`src/rtl/irq_pkg.sv`:
```
package irq_pkg;
  localparam int unsigned PRIO_W = 2;
  localparam int unsigned LVL_N  = 1 << PRIO_W;
  typedef logic [PRIO_W-1:0] lvl_t;
  typedef logic [LVL_N-1:0]  lvl_vec_t;
endpackage

```
`src/rtl/irq_pend.sv`:
```
module irq_pend #(
  parameter int unsigned     N_SRC     = 13,
  parameter logic [N_SRC-1:0] EDGE_MASK = 13'h1FF3
) (
  input  logic             clk_i,
  input  logic             rst_ni,
  input  logic [N_SRC-1:0] src_i,
  input  logic [N_SRC-1:0] clr_i,
  output logic [N_SRC-1:0] pend_o
);
  for (genvar i = 0; i < N_SRC; i++) begin : g_src
    if (EDGE_MASK[i]) begin : g_edge
      logic flag_q;
      // a new strobe in the acknowledge cycle wins over the clear
      always_ff @(posedge clk_i or negedge rst_ni) begin
        if (!rst_ni) flag_q <= 1'b0;
        else         flag_q <= src_i[i] | (flag_q & ~clr_i[i]);
      end
      assign pend_o[i] = flag_q;


      edge_clear_chk: assert property (@(posedge clk_i) disable iff (!rst_ni)
        (clr_i[i] && !src_i[i]) |=> !pend_o[i]);
    end else begin : g_level
      assign pend_o[i] = src_i[i];
    end
  end
endmodule

```
`src/rtl/irq_arb.sv`:
```
module irq_arb
  import irq_pkg::*;
#(
  parameter int unsigned N_SRC = 13,
  localparam int unsigned IDX_W = $clog2(N_SRC)
) (
  input  logic [N_SRC-1:0]        req_i,
  input  logic [N_SRC*PRIO_W-1:0] prio_i,
  input  lvl_vec_t                isr_i,
  output logic                    irq_o,
  output logic [IDX_W-1:0]        idx_o,
  output lvl_t                    lvl_o
);
  logic     found;
  lvl_vec_t ge_mask;

  // strict compare keeps the earlier (lower) index on a tie
  always_comb begin
    found = 1'b0;
    lvl_o = '0;
    idx_o = '0;
    for (int i = 0; i < N_SRC; i++) begin
      if (req_i[i] && (!found || prio_i[i*PRIO_W +: PRIO_W] > lvl_o)) begin
        found = 1'b1;
        lvl_o = prio_i[i*PRIO_W +: PRIO_W];
        idx_o = IDX_W'(i);
      end
    end
  end

  assign ge_mask = {LVL_N{1'b1}} << lvl_o;
  assign irq_o   = found && !(|(isr_i & ge_mask));
endmodule

```
`src/rtl/irq_isr.sv`:
```
module irq_isr
  import irq_pkg::*;
(
  input  logic     clk_i,
  input  logic     rst_ni,
  input  logic     set_i,
  input  lvl_t     lvl_i,
  input  logic     ret_i,
  output lvl_vec_t isr_o
);
  lvl_vec_t isr_q, top_bit, set_bit;

  always_comb begin
    top_bit = '0;
    for (int l = 0; l < LVL_N; l++) begin
      if (isr_q[l]) begin
        top_bit    = '0;
        top_bit[l] = 1'b1;
      end
    end
  end

  assign set_bit = set_i ? (LVL_N'(1) << lvl_i) : '0;

  always_ff @(posedge clk_i or negedge rst_ni) begin
    if (!rst_ni) isr_q <= '0;
    else         isr_q <= (isr_q & ~(ret_i ? top_bit : '0)) | set_bit;
  end

  assign isr_o = isr_q;


  isr_set_chk: assert property (@(posedge clk_i) disable iff (!rst_ni)
    set_i |=> isr_q[$past(lvl_i)]);


  isr_ret_chk: assert property (@(posedge clk_i) disable iff (!rst_ni)
    (ret_i && !set_i && isr_q != '0) |=> $countones(isr_q) == $past($countones(isr_q)) - 1);
endmodule

```
`src/rtl/irq_prio_ctrl.sv`:
```
module irq_prio_ctrl
  import irq_pkg::*;
#(
  parameter int unsigned      N_SRC     = 13,
  parameter logic [N_SRC-1:0] EDGE_MASK = 13'h1FF3,
  parameter logic [N_SRC-1:0] WAKE_MASK = 13'h1C3F,
  localparam int unsigned     IDX_W     = $clog2(N_SRC)
) (
  input  logic                    clk_i,
  input  logic                    rst_ni,
  input  logic [N_SRC-1:0]        src_i,
  input  logic [N_SRC-1:0]        en_i,
  input  logic                    gen_i,
  input  logic [N_SRC*PRIO_W-1:0] prio_i,
  input  logic                    ack_i,
  input  logic                    ret_i,
  output logic                    irq_o,
  output logic [IDX_W-1:0]        irq_idx_o,
  output logic [IDX_W-1:0]        svc_idx_o,
  output logic [LVL_N-1:0]        in_svc_o,
  output logic                    wake_o
);
  logic [N_SRC-1:0] pend, req, clr;
  logic             ack_ok;
  lvl_t             win_lvl;
  logic [IDX_W-1:0] svc_q;

  assign ack_ok = ack_i & irq_o;
  assign clr    = ack_ok ? (N_SRC'(1) << irq_idx_o) : '0;
  assign req    = pend & en_i & {N_SRC{gen_i}};
  assign wake_o = |(pend & en_i & WAKE_MASK);

  irq_pend #(.N_SRC(N_SRC), .EDGE_MASK(EDGE_MASK)) u_pend (
    .clk_i, .rst_ni, .src_i, .clr_i(clr), .pend_o(pend)
  );

  irq_arb #(.N_SRC(N_SRC)) u_arb (
    .req_i(req), .prio_i, .isr_i(in_svc_o),
    .irq_o, .idx_o(irq_idx_o), .lvl_o(win_lvl)
  );

  irq_isr u_isr (
    .clk_i, .rst_ni, .set_i(ack_ok), .lvl_i(win_lvl), .ret_i, .isr_o(in_svc_o)
  );

  always_ff @(posedge clk_i or negedge rst_ni) begin
    if (!rst_ni)     svc_q <= '0;
    else if (ack_ok) svc_q <= irq_idx_o;
  end
  assign svc_idx_o = svc_q;


  gen_gate_chk: assert property (@(posedge clk_i) disable iff (!rst_ni)
    irq_o |-> gen_i && en_i[irq_idx_o]);


  preempt_chk: assert property (@(posedge clk_i) disable iff (!rst_ni)
    irq_o |-> (in_svc_o >> prio_i[irq_idx_o*PRIO_W +: PRIO_W]) == '0);


  vec_latch_chk: assert property (@(posedge clk_i) disable iff (!rst_ni)
    ack_ok |=> svc_idx_o == $past(irq_idx_o));


  ack_ignored_chk: assert property (@(posedge clk_i) disable iff (!rst_ni)
    (ack_i && !irq_o && !ret_i) |=> $stable(in_svc_o) && $stable(svc_idx_o));


  wake_gate_chk: assert property (@(posedge clk_i) disable iff (!rst_ni)
    (en_i == '0) |-> !wake_o);
endmodule

```
`config.mk`:
```
export PLATFORM = sky130hd
export DESIGN_NAME = irq_prio_ctrl
export DESIGN_NICKNAME = d
export VERILOG_FILES = /design/src/rtl/irq_pkg.sv /design/src/rtl/irq_pend.sv /design/src/rtl/irq_arb.sv /design/src/rtl/irq_isr.sv /design/src/rtl/irq_prio_ctrl.sv
export SDC_FILE = /design/constraint.sdc
export NUM_CORES = 1
export LEC_CHECK = 0
export BUFFER_PORTS_ARGS = -buffer_cell sky130_fd_sc_hd__buf_2
export CAP_MARGIN = 0
export CORE_MARGIN = 2
export CORE_UTILIZATION = 23
export DETAILED_ROUTE_END_ITERATION = 10
export HOLD_SLACK_MARGIN = 0.08
export SLEW_MARGIN = 0
export SYNTH_ARGS = -nofsm -noshare
export SYNTH_HDL_FRONTEND = slang
export SYNTH_SLANG_ARGS = --single-unit
```
`constraint.sdc`:
```
create_clock -name clk_i -period 73.5 [get_ports clk_i]
set_input_delay 14.7 -clock clk_i [delete_from_list [all_inputs] [get_ports clk_i]]
set_output_delay 14.7 -clock clk_i [all_outputs]
set_load 0.01 [all_outputs]
```
== Word-level counts from Yosys, hierarchy flattened ==
Cells that the tools add are included.
W data, S select, Z words.

* $lt $le $gt $ge: 12
* Shift operators: 3
* Mux-type cells: 45
* Bitwise operators: 40
* Reductions and logical operators: 40

{| class="wikitable"
|+ Operators with widths
! operator !! count
|-
| $mux W4 || 10
|-
| $mux W2 || 15
|-
| $and A13 B13 Y13 || 2
|-
| $gt A2 B2 Y1 || 12
|-
| $mux W1 || 15
|-
| $logic_and A1 B1 Y1 || 13
|-
| $logic_not A1 Y1 || 13
|-
| $mux W13 || 1
|-
| $shl A1 B4 Y13 const A || 1
|-
| $and A1 B1 Y1 || 12
|-
| $logic_or A1 B1 Y1 || 12
|-
| $mux W3 || 4
|-
| $not A1 Y1 || 11
|-
| $or A1 B1 Y1 || 11
|-
| $reduce_or A9 Y1 || 1
|-
| $and A4 B4 Y4 || 2
|-
| $not A4 Y4 || 1
|-
| $or A4 B4 Y4 || 1
|-
| $reduce_or A4 Y1 || 1
|-
| $shl A1 B2 Y4 const A || 1
|-
| $shl A4 B2 Y4 const A || 1
|}

* Bits in registers: 19
* Input bits: 57
* Output and inout port bits: 14
* Word-level logic and storage cells: 153

== Depth between registers and ports, before layout ==
Gate-level depths: netlist of the first run.

* Depth after elaboration: 61
* Depth in mapped cells: 86

== By module ==
A second synthesis of the first run with hierarchy kept.

* Cell total of the unflattened synthesis: 305
* Area, all modules: 2403.6 um^2

{| class="wikitable"
|+ Modules (own cells, without submodules)
! module !! instances !! cells each !! area each (um^2)
|-
| irq_arb || 1 || 195 || 1336.3
|-
| irq_pend || 1 || 46 || 496.7
|-
| irq_prio_ctrl || 1 || 49 || 394.1
|-
| irq_isr || 1 || 15 || 176.4
|}

== Worst setup path before layout of the first run ==
OpenSTA, ideal clock, no wires.

* Path kind: input-to-output
* From: input port en_i[0]
* To: output port irq_o
* Data arrival time: 29.532 ns
* Data required time: 58.800 ns
* Setup slack: 29.268 ns
* Cell stages on the path: 82
* Path buffers: 0
* Path through: nand2_1 > nor3_1 > inv_1 > ha_1 > nor2b_1 > o311ai_4 > mux2_4 > inv_1 > ha_1 > nor2b_1 > a2bb2oi_1 > o2111a_1 > o21ai_0 > ha_1 > nor2b_1 > o21ai_0 > a21o_1 > o211a_4 > (+46 left out) > mux2i_1 > nand2_1 > ha_1 > nor2_1 > a22oi_1 > a21boi_1 > nor2_4 > a2111oi_2 > or2_2 > ha_1 > nand2_1 > o21ai_0 > o21ai_0 > nand3_1 > nand2_1 > o21ai_0 > a32oi_1 > o21a_1

* Longest elaborated chain between the ends: 56
* Elaborated cells on any way between the ends: 81
* Classes of those cells: 12 x order compare; 1 x shift; 26 x mux; 3 x bitwise; 39 x reduce/logical

{| class="wikitable"
|+ RTL lines
! item !! RTL line !! source
|-
| start, declared || irq_prio_ctrl.sv:12 || <nowiki>input logic [N_SRC-1:0] en_i,</nowiki>
|-
| $and A13 B13 Y13 * (2 in a row) || irq_prio_ctrl.sv:30 || <nowiki>assign req = pend & en_i & {N_SRC{gen_i}};</nowiki>
|-
| $mux W2 or $mux W1 (tied branches) || irq_arb.sv:23 || <nowiki>if (req_i[i] && (!found || prio_i[i*PRIO_W +: PRIO_W] > lvl_o)) begin</nowiki>
|-
| $gt A2 B2 Y1 or $logic_not A1 Y1 (tied branches) || irq_arb.sv:23 ||
|-
| $logic_or A1 B1 Y1 || irq_arb.sv:23 ||
|-
| $logic_and A1 B1 Y1 || irq_arb.sv:23 ||
|-
| $mux W2 or $mux W1 (tied branches) || irq_arb.sv:23 ||
|-
| $gt A2 B2 Y1 or $logic_not A1 Y1 (tied branches) || irq_arb.sv:23 ||
|-
| $logic_or A1 B1 Y1 || irq_arb.sv:23 ||
|-
| (+39 left out) || - ||
|-
| $logic_or A1 B1 Y1 || irq_arb.sv:23 ||
|-
| $logic_and A1 B1 Y1 || irq_arb.sv:23 ||
|-
| $mux W2 || irq_arb.sv:23 ||
|-
| $shl A4 B2 Y4 || irq_arb.sv:31 || <nowiki>assign ge_mask = {LVL_N{1'b1}} << lvl_o;</nowiki>
|-
| $and A4 B4 Y4 || irq_arb.sv:32 || <nowiki>assign irq_o = found && !(|(isr_i & ge_mask));</nowiki>
|-
| $reduce_or A4 Y1 || irq_arb.sv:32 ||
|-
| $logic_not A1 Y1 || irq_arb.sv:32 ||
|-
| $logic_and A1 B1 Y1 * || irq_arb.sv:32 ||
|-
| end, declared || irq_prio_ctrl.sv:17 || <nowiki>output logic irq_o,</nowiki>
|}

Every way passes the cells marked *; elsewhere a longest branch is shown, timed or not.

== Final worst setup path of the first run ==
* From: input port gen_i
* To: output port irq_o

* Longest elaborated chain between the ends: 55
* Elaborated cells on any way between the ends: 80
* Classes of those cells: 12 x order compare; 1 x shift; 26 x mux; 2 x bitwise; 39 x reduce/logical

{| class="wikitable"
|+ RTL lines
! item !! RTL line !! source
|-
| start, declared || irq_prio_ctrl.sv:13 || <nowiki>input logic gen_i,</nowiki>
|-
| $and A13 B13 Y13 * || irq_prio_ctrl.sv:30 ||
|-
| $mux W2 or $mux W1 (tied branches) || irq_arb.sv:23 ||
|-
| $gt A2 B2 Y1 or $logic_not A1 Y1 (tied branches) || irq_arb.sv:23 ||
|-
| $logic_or A1 B1 Y1 || irq_arb.sv:23 ||
|-
| $logic_and A1 B1 Y1 || irq_arb.sv:23 ||
|-
| $mux W2 or $mux W1 (tied branches) || irq_arb.sv:23 ||
|-
| $gt A2 B2 Y1 or $logic_not A1 Y1 (tied branches) || irq_arb.sv:23 ||
|-
| $logic_or A1 B1 Y1 || irq_arb.sv:23 ||
|-
| (+39 left out) || - ||
|-
| $logic_or A1 B1 Y1 || irq_arb.sv:23 ||
|-
| $logic_and A1 B1 Y1 || irq_arb.sv:23 ||
|-
| $mux W2 || irq_arb.sv:23 ||
|-
| $shl A4 B2 Y4 || irq_arb.sv:31 ||
|-
| $and A4 B4 Y4 || irq_arb.sv:32 ||
|-
| $reduce_or A4 Y1 || irq_arb.sv:32 ||
|-
| $logic_not A1 Y1 || irq_arb.sv:32 ||
|-
| $logic_and A1 B1 Y1 * || irq_arb.sv:32 ||
|}

Marks and branches as above.

==> reports/qor.yml, run 1 <==
criticalPathCategory: "input pin to primary output"
portBuffers: 70
rsz0062_at_grt: "false"
critPathRequiredTime_ns: 58.80
cts_hold_buffers: 0
synth_nets: 388
clockRootBuffer: "clkbuf_8"
final_cells: 518
sw_frac_of_total_pct: 46.0
ant_nets: 0
finalHoldViolations: 0
core_area_sq_mm: 0.0103
initial_utilization_pct: 23.5
syn_avg_cell_area_sq_um: 7.73
wirelength_um: 7670
area_delta_synth_final_pct: 22.3
holdWs_ns: 0.508
cp-end-kind: "primary output"
ctsHtreeMaxLevel: 1
switchingPower_mw: 0.0288
relSlewSlack_pct: 52.1
finalCritPeriodShare_pct: 63.9
cts_max_path_buffers: 2
grt_pass1_wl_um: 12400
drv_cap: 0
clock_latency_ns: 0.26
fmax_mhz: 21.3
nNetsFinal: 458
cts_resized: 0
final-setup-viol-count: 0
async_reset_ff_share_pct: 100
cpMaxStageDelayCell: "nor3_1"
power.density_mw_per_mm2: 21.2
synth_edf_count: 0
die-area_sq_mm: 0.0114
drc_errors: 0
avgViaCountPerCell: 5.06
syn_area_sq_mm: 0.00242
drt_pass1_iterations: 4
max-vdd-ir-drop_uv: 15.9
crit_path_frequent_cell: "ha_1"
diodes: 0
dpl.hpwl_um: 6520
io_pins: 71
num_rows: 37
wire_per_inst_um: 14.8
worstMarginPinSlew_ns: 0.719
grt_usage_pct: 13.3
comb_power_share_pct: 64.1
grt_antenna_before_repair: 0
yosysUniqueCellTypes: 67
drv_slew: 0
overflow: 0
p_leak_nw: 1.33
grt_pass1_vias: 2569
first_iter_violations: 143
die_w_um: 107
clock_skew_ns: 0.0120
cts_buffers: 3
p_int_mw: 0.0338
synthCells: 313
place_congestion: 0.869
postCtsSetupBuffers: 0
crit_path_max_incr_delay_ns: 0.58
min_period_ns: 47.00
drive_above_1_share_pct: 26.4
place_inst: 514
clock-sinks: 19
post-place-ws_ns: 26.58
grt_max_degree: 22
startpoint_type: "input pin"
worstPathArrival_ns: 32.30
yosysSeqAreaShare_pct: 19.6
status: "complete, no violations"
setup_slack_ns: 26.50
power_frac_clock_pct: 12.4
fillCellCount: 1149
die_h_um: 107
clk_pin_slew_worst_paths_ns: 0.09
p_seq_share_pct: 23.5
route.vias.total: 2620
hp-class: "flop to flop"
synth_ff_type: "dfrtp_1"
ys_warn_count: 0
cts_tree: "built"
tns_ns: 0
critical_path_peak_fanout: 21
ys_ff_latch: 19
[through the flow]
step	total power, mW	utilization [%]	instance area (sq um)
floorplan	0.0435	-	2420
global placement	0.0542	28.3	2910
detailed placement	0.0551	28.3	2910
CTS	0.0631	28.8	2960
global route	0.0685	28.8	2960
finish	0.0626	28.8	2960
[layout by cell type, fill, tap and decap left out, types with 2 or more instances in the layout]
cell type | netlist | layout
o21ai_1 | 2 | 2
nor2b_1 | 8 | 8
nor4_1 | 2 | 2
mux2i_1 | 2 | 2
a21oi_2 | 2 | 2
a31oi_1 | 5 | 5
o2111ai_1 | 3 | 3
o21bai_1 | 2 | 2
nor3_1 | 12 | 12
dfrtp_1 | 19 | 19
o32a_1 | 2 | 2
a2111oi_2 | 2 | 2
nand3b_1 | 2 | 2
ha_1 | 18 | 18
nand4_1 | 6 | 6
and3_1 | 9 | 9
nand2b_1 | 6 | 6
nor2_1 | 34 | 34
o21a_1 | 5 | 5
o21ai_0 | 20 | 20
nand2_1 | 32 | 32
buf_2 | 0 | 70
clkbuf_8 | 0 | 3
and4_1 | 2 | 2
a22oi_1 | 5 | 5
mux2_4 | 3 | 3
o211ai_1 | 2 | 2
or2_2 | 3 | 3
nand3_1 | 13 | 13
a32o_1 | 2 | 2
inv_1 | 22 | 22
mux2_2 | 4 | 4
a211oi_1 | 2 | 2
a21oi_1 | 18 | 18
a21o_1 | 8 | 8
[state kept, by name, summed over array words and instances, names as in the netlist]
| name | count |
|---|---|
| u_pend.g_src.g_edge.flag_q | 11 |
| svc_idx_o | 4 |
| u_isr.isr_o | 4 |
[power groups by stage]
stage / Combinational, mW / Sequential [mW] / Clock (mW)
2_1_floorplan: 0.0280 / 0.0155 / 0
3_3_place_gp: 0.0394 / 0.0148 / 0
3_5_place_dp: 0.0403 / 0.0148 / 0
4_1_cts: 0.0404 / 0.0147 / 0.00801
5_1_grt: 0.0450 / 0.0152 / 0.00839
6_report: 0.0401 / 0.0147 / 0.00777
[synth_stat cells (all sizes together), types with 5 or more instances]
cell type / count / share of area [%]
nor2: 35 / 5.7
nand2: 33 / 5.2
inv: 22 / 3.4
o21ai: 22 / 4.6
a21oi: 20 / 4.4
dfrtp: 19 / 20
ha: 18 / 9.3
nand3: 13 / 2.7
nor3: 13 / 2.9
and3: 9 / 2.3
a21o: 8 / 2.5
nor2b: 8 / 2.1
mux2: 7 / 3.7
nand2b: 6 / 1.6
nand4: 6 / 1.6
o21a: 6 / 2.2
a22oi: 5 / 1.6
a31oi: 5 / 1.3
[final cells by class]
cell class                 count  area (sq um)  share of cell area [%]
clock inverter                 1          7.51                   0.254
timing repair buffer          70           350                    11.8
clock buffer                   3          41.3                    1.40
multi-input combinational    267          1830                    61.9
sequential                    19           475                    16.1
inverter                      22          82.6                    2.79
tap                          136           170                    5.75
[logic make-up after synthesis]
kind of cell	Yosys count	synth area share, %
and+or+nand+nor	137	28.1
AOI/OAI and AO/OA	102	33.1
buffers and inverters	27	4.65
DFF	19	19.6
adders and majority gates	18	9.31
muxes	10	5.12
[critical path: cells and delay by family]
kind / cells / cell delay, ns
AOI/OAI and AO/OA: 33 / 7.54
adders and majority gates: 12 / 3.24
buffers and inverters: 4 / 0.76
muxes: 4 / 1.37
and+or+nand+nor: 28 / 4.65
[routing by layer]
layer / GRT usage, % / up-vias / share of wire, %
li1: - / 1323 / -
met1: 17.1 / 1225 / 46
met2: 23.6 / 62 / 48
met3: 2.19 / 10 / 5.6
met4: 2.41 / 0 / 1.2
met5: 0 / - / 0
[worst paths after layout]
path | endpoint | cells after the start | startpoint | slack [ns]
worst max-delay path | irq_o | 81 | gen_i | 26.50
worst min-delay path | svc_idx_o[0] | 1 | svc_idx_o[0] | 0.51
worst max register to register | svc_idx_o[1] | 81 | u_pend.g_src[0].g_edge.flag_q | 55.47
worst min register to register | svc_idx_o[0] | 1 | svc_idx_o[0] | 0.51
max in group asynchronous | u_pend.g_src[10].g_edge.flag_q | 1 | rst_ni | 58.79
min in group asynchronous | svc_idx_o[0] | 1 | rst_ni | 14.38
Note: power is estimated with default switching activity, not from simulation.
==> inputs of run 2 (changes only) <==
==> constraint.sdc (replaced) <==
create_clock -name clk_i -period 39.8 [get_ports clk_i]
set_input_delay 7.96 -clock clk_i [delete_from_list [all_inputs] [get_ports clk_i]]
set_output_delay 7.96 -clock clk_i [all_outputs]
set_load 0.01 [all_outputs]
==> run 2 against run 1 <==
Effect of this change: critical path depth rose by 3; final area is essentially flat; global-route usage up 0.36 points.
==> reports/qor.yml, run 2 (same netlist as run 1, synthesis figures left out) <==
status: "complete, no violations"
route.vias.total: 2607
die-area_sq_mm: 0.0114
critical_path_peak_fanout: 21
drc_errors: 0
top_register: "u_pend.g_src.g_edge.flag_q"
nNetsFinal: 458
portBuffers: 70
dr_wl_met3_um: 433
hp-class: "flop to flop"
cts_hold_buffers: 0
min_period_ns: 33.40
worstMarginPinSlew_ns: 0.768
cts_tree: "built"
cp-end-kind: "primary output"
ant_nets: 0
startpoint_type: "input pin"
drv_cap: 0
r2r_end: "svc_idx_o[1]"
drive_above_1_share_pct: 26.4
postCtsSetupBuffers: 0
dr.max_layer_used: "met4"
wire_per_inst_um: 14.6
clockRootBuffer: "clkbuf_8"
layout_commonest_cell: "buf_2"
drt-met1-wl_um: 3450
cts_buffers: 3
min-delay-start: "svc_idx_o[0]"
clock-sinks: 19
power.total_mw: 0.115
first_iter_violations: 96
worstHoldPathCells: 1
r2r_setup_slack_ns: 21.83
num_rows: 37
min_to: "svc_idx_o[0]"
final-setup-viol-count: 0
crit_path_frequent_cell: "ha_1"
cts_max_path_buffers: 2
power.density_mw_per_mm2: 38.8
reg2reg_depth: 84
core_area_sq_mm: 0.0103
overflow: 0
finalHoldViolations: 0
area_delta_synth_final_pct: 22.2
rr_startpoint: "u_pend.g_src[0].g_edge.flag_q"
die_h_um: 107
grt_usage_pct: 13.7
place_congestion: 0.908
drv_slew: 0
ctsHtreeMaxLevel: 1
worstPathArrival_ns: 25.44
largest_reg_flops: 11
drt_pass1_iterations: 4
criticalPathCategory: "input pin to primary output"
max-vdd-ir-drop_uv: 21.1
initial_utilization_pct: 23.5
met2_length_um: 3640
p_leak_nw: 1.33
wirelength_um: 7580
cpMaxStageDelayCell: "nor3_1"
critPathRequiredTime_ns: 31.84
clk_pin_slew_worst_paths_ns: 0.07
relSlewSlack_pct: 48.4
dpl.hpwl_um: 6500
finalCritPeriodShare_pct: 83.9
io_pins: 71
diodes: 0
rsz0062_at_grt: "false"
crit_path_max_incr_delay_ns: 0.67
clock_skew_ns: 0.00840
grt_antenna_before_repair: 0
cts_resized: 0
grt_max_degree: 22
avgViaCountPerCell: 5.03
grt_pass1_vias: 2606
final_cell_mix: "buf_2 (70), nor2_1 (34), nand2_1 (32)"
clock_latency_ns: 0.26
grt_pass1_wl_um: 12700
die_w_um: 107
fmax_mhz: 29.9
tns_ns: 0
-- run 2: routing by layer --
| metal | track usage, % | vias to the layer above |
|---|---|---|
| li1 | - | 1317 |
| met1 | 17.8 | 1224 |
| met2 | 23.2 | 61 |
| met3 | 2.55 | 5 |
| met4 | 3.43 | 0 |
| met5 | 0 | - |
-- run 2: power by group --
part           switching (mW)  internal (mW)
Sequential            0.00346         0.0238
Combinational          0.0424         0.0316
Clock                 0.00652        0.00695
-- run 2: layout make-up --
type	count	area [sq um]
multi-input cells	267	1830
flip-flops and latches	19	475
clock buffers	3	41.3
well taps	136	170
clock inverters	1	5.00
inverters	22	82.6
fillers	1136	7320
repair buffers	70	350
-- run 2: how the worst max path moves through the flow --
stage | endpoint | cells after the start | from | slack [ns]
after CTS | irq_o | 82 | gen_i | 6.44
after floorplan | irq_o | 82 | en_i[0] | 9.05
after global placement | irq_o | 83 | gen_i | 6.84
after global routing | irq_o | 83 | gen_i | 4.75
final | irq_o | 84 | gen_i | 6.40
after detailed placement | irq_o | 83 | gen_i | 6.51
-- run 2: per-stage QoR --
step / std cells / utilization [%] / setup slack, ns / area, sq um / hold WS (ns)
global placement: 514 / 28.3 / 6.84 / 2910 / 0.488
global route: 518 / 28.8 / 4.75 / 2960 / 0.546
detailed placement: 514 / 28.3 / 6.51 / 2910 / 0.493
CTS: 518 / 28.8 / 6.44 / 2960 / 0.514
finish: 518 / 28.8 / 6.40 / 2960 / 0.510
floorplan: 313 / - / 9.05 / 2420 / 0.473
-- run 2: worst max-delay path, delay by kind of cell --
kind                       cells  cell delay (ns)
buffers and inverters          5             0.83
AOI/OAI and AO/OA             35             7.47
adders and majority gates     12             3.21
muxes                          4             1.29
and+or+nand+nor               28             4.70
==> inputs of run 3 (changes only) <==
==> constraint.sdc (replaced) <==
create_clock -name clk_i -period 34.1 [get_ports clk_i]
set_input_delay 6.82 -clock clk_i [delete_from_list [all_inputs] [get_ports clk_i]]
set_output_delay 6.82 -clock clk_i [all_outputs]
set_load 0.01 [all_outputs]
==> run 3 against run 2 <==
Effect of this change: first-iteration DRC count increased by 57%; critical path depth down 2; clock power grew 24%; flip-flop and latch count unchanged; sequential power grew 16%; final cell count is the same; routed wire length grew 0.61%; setup slack got worse by 3.6 ns; critical endpoint unchanged; largest cell class unchanged.
==> reports/qor.yml, run 3 (same netlist as run 1, synthesis figures left out) <==
cts_hold_buffers: 0
criticalPathCategory: "input pin to primary output"
min_period_ns: 31.34
crit_path_max_incr_delay_ns: 0.63
die-area_sq_mm: 0.0114
relSlewSlack_pct: 51.6
startpoint_type: "input pin"
grt_max_degree: 22
final-setup-viol-count: 0
overflow: 0
diodes: 0
nNetsFinal: 458
drc_errors: 0
num_rows: 37
core_area_sq_mm: 0.0103
clock-sinks: 19
die_h_um: 107
cts_tree: "built"
clock_latency_ns: 0.27
portBuffers: 70
power.density_mw_per_mm2: 45.5
critPathRequiredTime_ns: 27.28
final_cell_mix: "buf_2 (70), nor2_1 (34), nand2_1 (32)"
post-place-ws_ns: 2.93
postCtsSetupBuffers: 0
clockRootBuffer: "clkbuf_8"
p_leak_nw: 1.33
ant_nets: 0
holdWs_ns: 0.508
finalCritPeriodShare_pct: 91.9
grt_pass1_wl_um: 12600
drive_above_1_share_pct: 26.4
critical_path_peak_fanout: 21
status: "complete, no violations"
wire_per_inst_um: 14.7
max-vdd-ir-drop_uv: 21.0
layout_commonest_cell: "buf_2"
hp-class: "flop to flop"
grt_usage_pct: 13.4
grt_antenna_before_repair: 1
dpl.hpwl_um: 6470
worstPathArrival_ns: 24.52
first_iter_violations: 151
die_w_um: 107
cts_buffers: 3
tns_ns: 0
final_core_util_pct: 28.8
cts_resized: 0
initial_utilization_pct: 23.5
fmax_mhz: 31.9
worstMarginPinSlew_ns: 0.720
clock_skew_ns: 0.0144
drt_pass1_iterations: 4
clk_pin_slew_worst_paths_ns: 0.07
io_pins: 71
power.total_mw: 0.135
avgViaCountPerCell: 5.04
crit_path_frequent_cell: "ha_1"
largest_reg_flops: 11
route.vias.total: 2609
cpMaxStageDelayCell: "nor3_1"
drv_slew: 0
cts_max_path_buffers: 2
setup_slack_ns: 2.76
place_congestion: 0.888
finalHoldViolations: 0
area_delta_synth_final_pct: 22.3
ctsHtreeMaxLevel: 1
top_register: "u_pend.g_src.g_edge.flag_q"
drv_cap: 0
grt_pass1_vias: 2686
rsz0062_at_grt: "false"
wirelength_um: 7630
cp-end-kind: "primary output"
run 3: changes by cell type in the layout (fill, tap and decap cells not counted), sizes merged:
cell / before / now
clkinv: 1 / 0
clkinvlp: 0 / 1
run 3: layout make-up:
class,instances,area (sq um)
Tap cell,136,170
Clock buffer,3,41.3
Multi-Input combinational cell,267,1830
Inverter,22,82.6
Sequential cell,19,475
Clock inverter,1,7.51
Fill cell,1146,7320
Timing Repair Buffer,70,350
run 3: per-layer routing:
layer | GRT usage [%] | wire length (um) | vias up
met2 | 24.3 | 3600 | 62
met3 | 2.37 | 364 | 11
li1 | - | - | 1313
met5 | 0 | 13 | -
met1 | 16.4 | 3530 | 1221
met4 | 2.78 | 111 | 2
run 3: critical path: cells and delay by family:
kind | cells | cell delay [ns]
AO/OA/AOI/OAI | 33 | 7.41
adder cells (fa/ha/maj) | 12 | 3.21
buffers and inverters | 4 | 0.77
multiplexers | 4 | 1.35
AND/OR/NAND/NOR | 29 | 4.88
run 3: final timing paths:
| check | from | end | slack [ns] | cells past startpoint |
|---|---|---|---|---|
| worst max-delay path | gen_i | irq_o | 2.76 | 82 |
| worst min-delay path | u_pend.g_src[11].g_edge.flag_q | u_pend.g_src[11].g_edge.flag_q | 0.51 | 1 |
| worst max register to register | u_pend.g_src[0].g_edge.flag_q | svc_idx_o[1] | 15.99 | 81 |
| worst min register to register | u_pend.g_src[11].g_edge.flag_q | u_pend.g_src[11].g_edge.flag_q | 0.51 | 1 |
| max in group asynchronous | rst_ni | u_pend.g_src[10].g_edge.flag_q | 27.27 | 1 |
| min in group asynchronous | rst_ni | u_pend.g_src[9].g_edge.flag_q | 6.49 | 1 |
run 3: through the flow:
step	area [sq um]	cells
after floorplan	2420	313
after global placement	2910	514
after detailed placement	2910	514
after CTS	2960	518
after global routing	2960	518
final	2960	518
run 3: where the power goes:
| part | leakage, nW | switching (mW) | internal [mW] | total [mW] |
|---|---|---|---|---|
| clock | 0.0217 | 0.00850 | 0.00825 | 0.0168 |
| sequential | 0.200 | 0.00393 | 0.0278 | 0.0317 |
| combinational | 1.11 | 0.0493 | 0.0369 | 0.0862 |
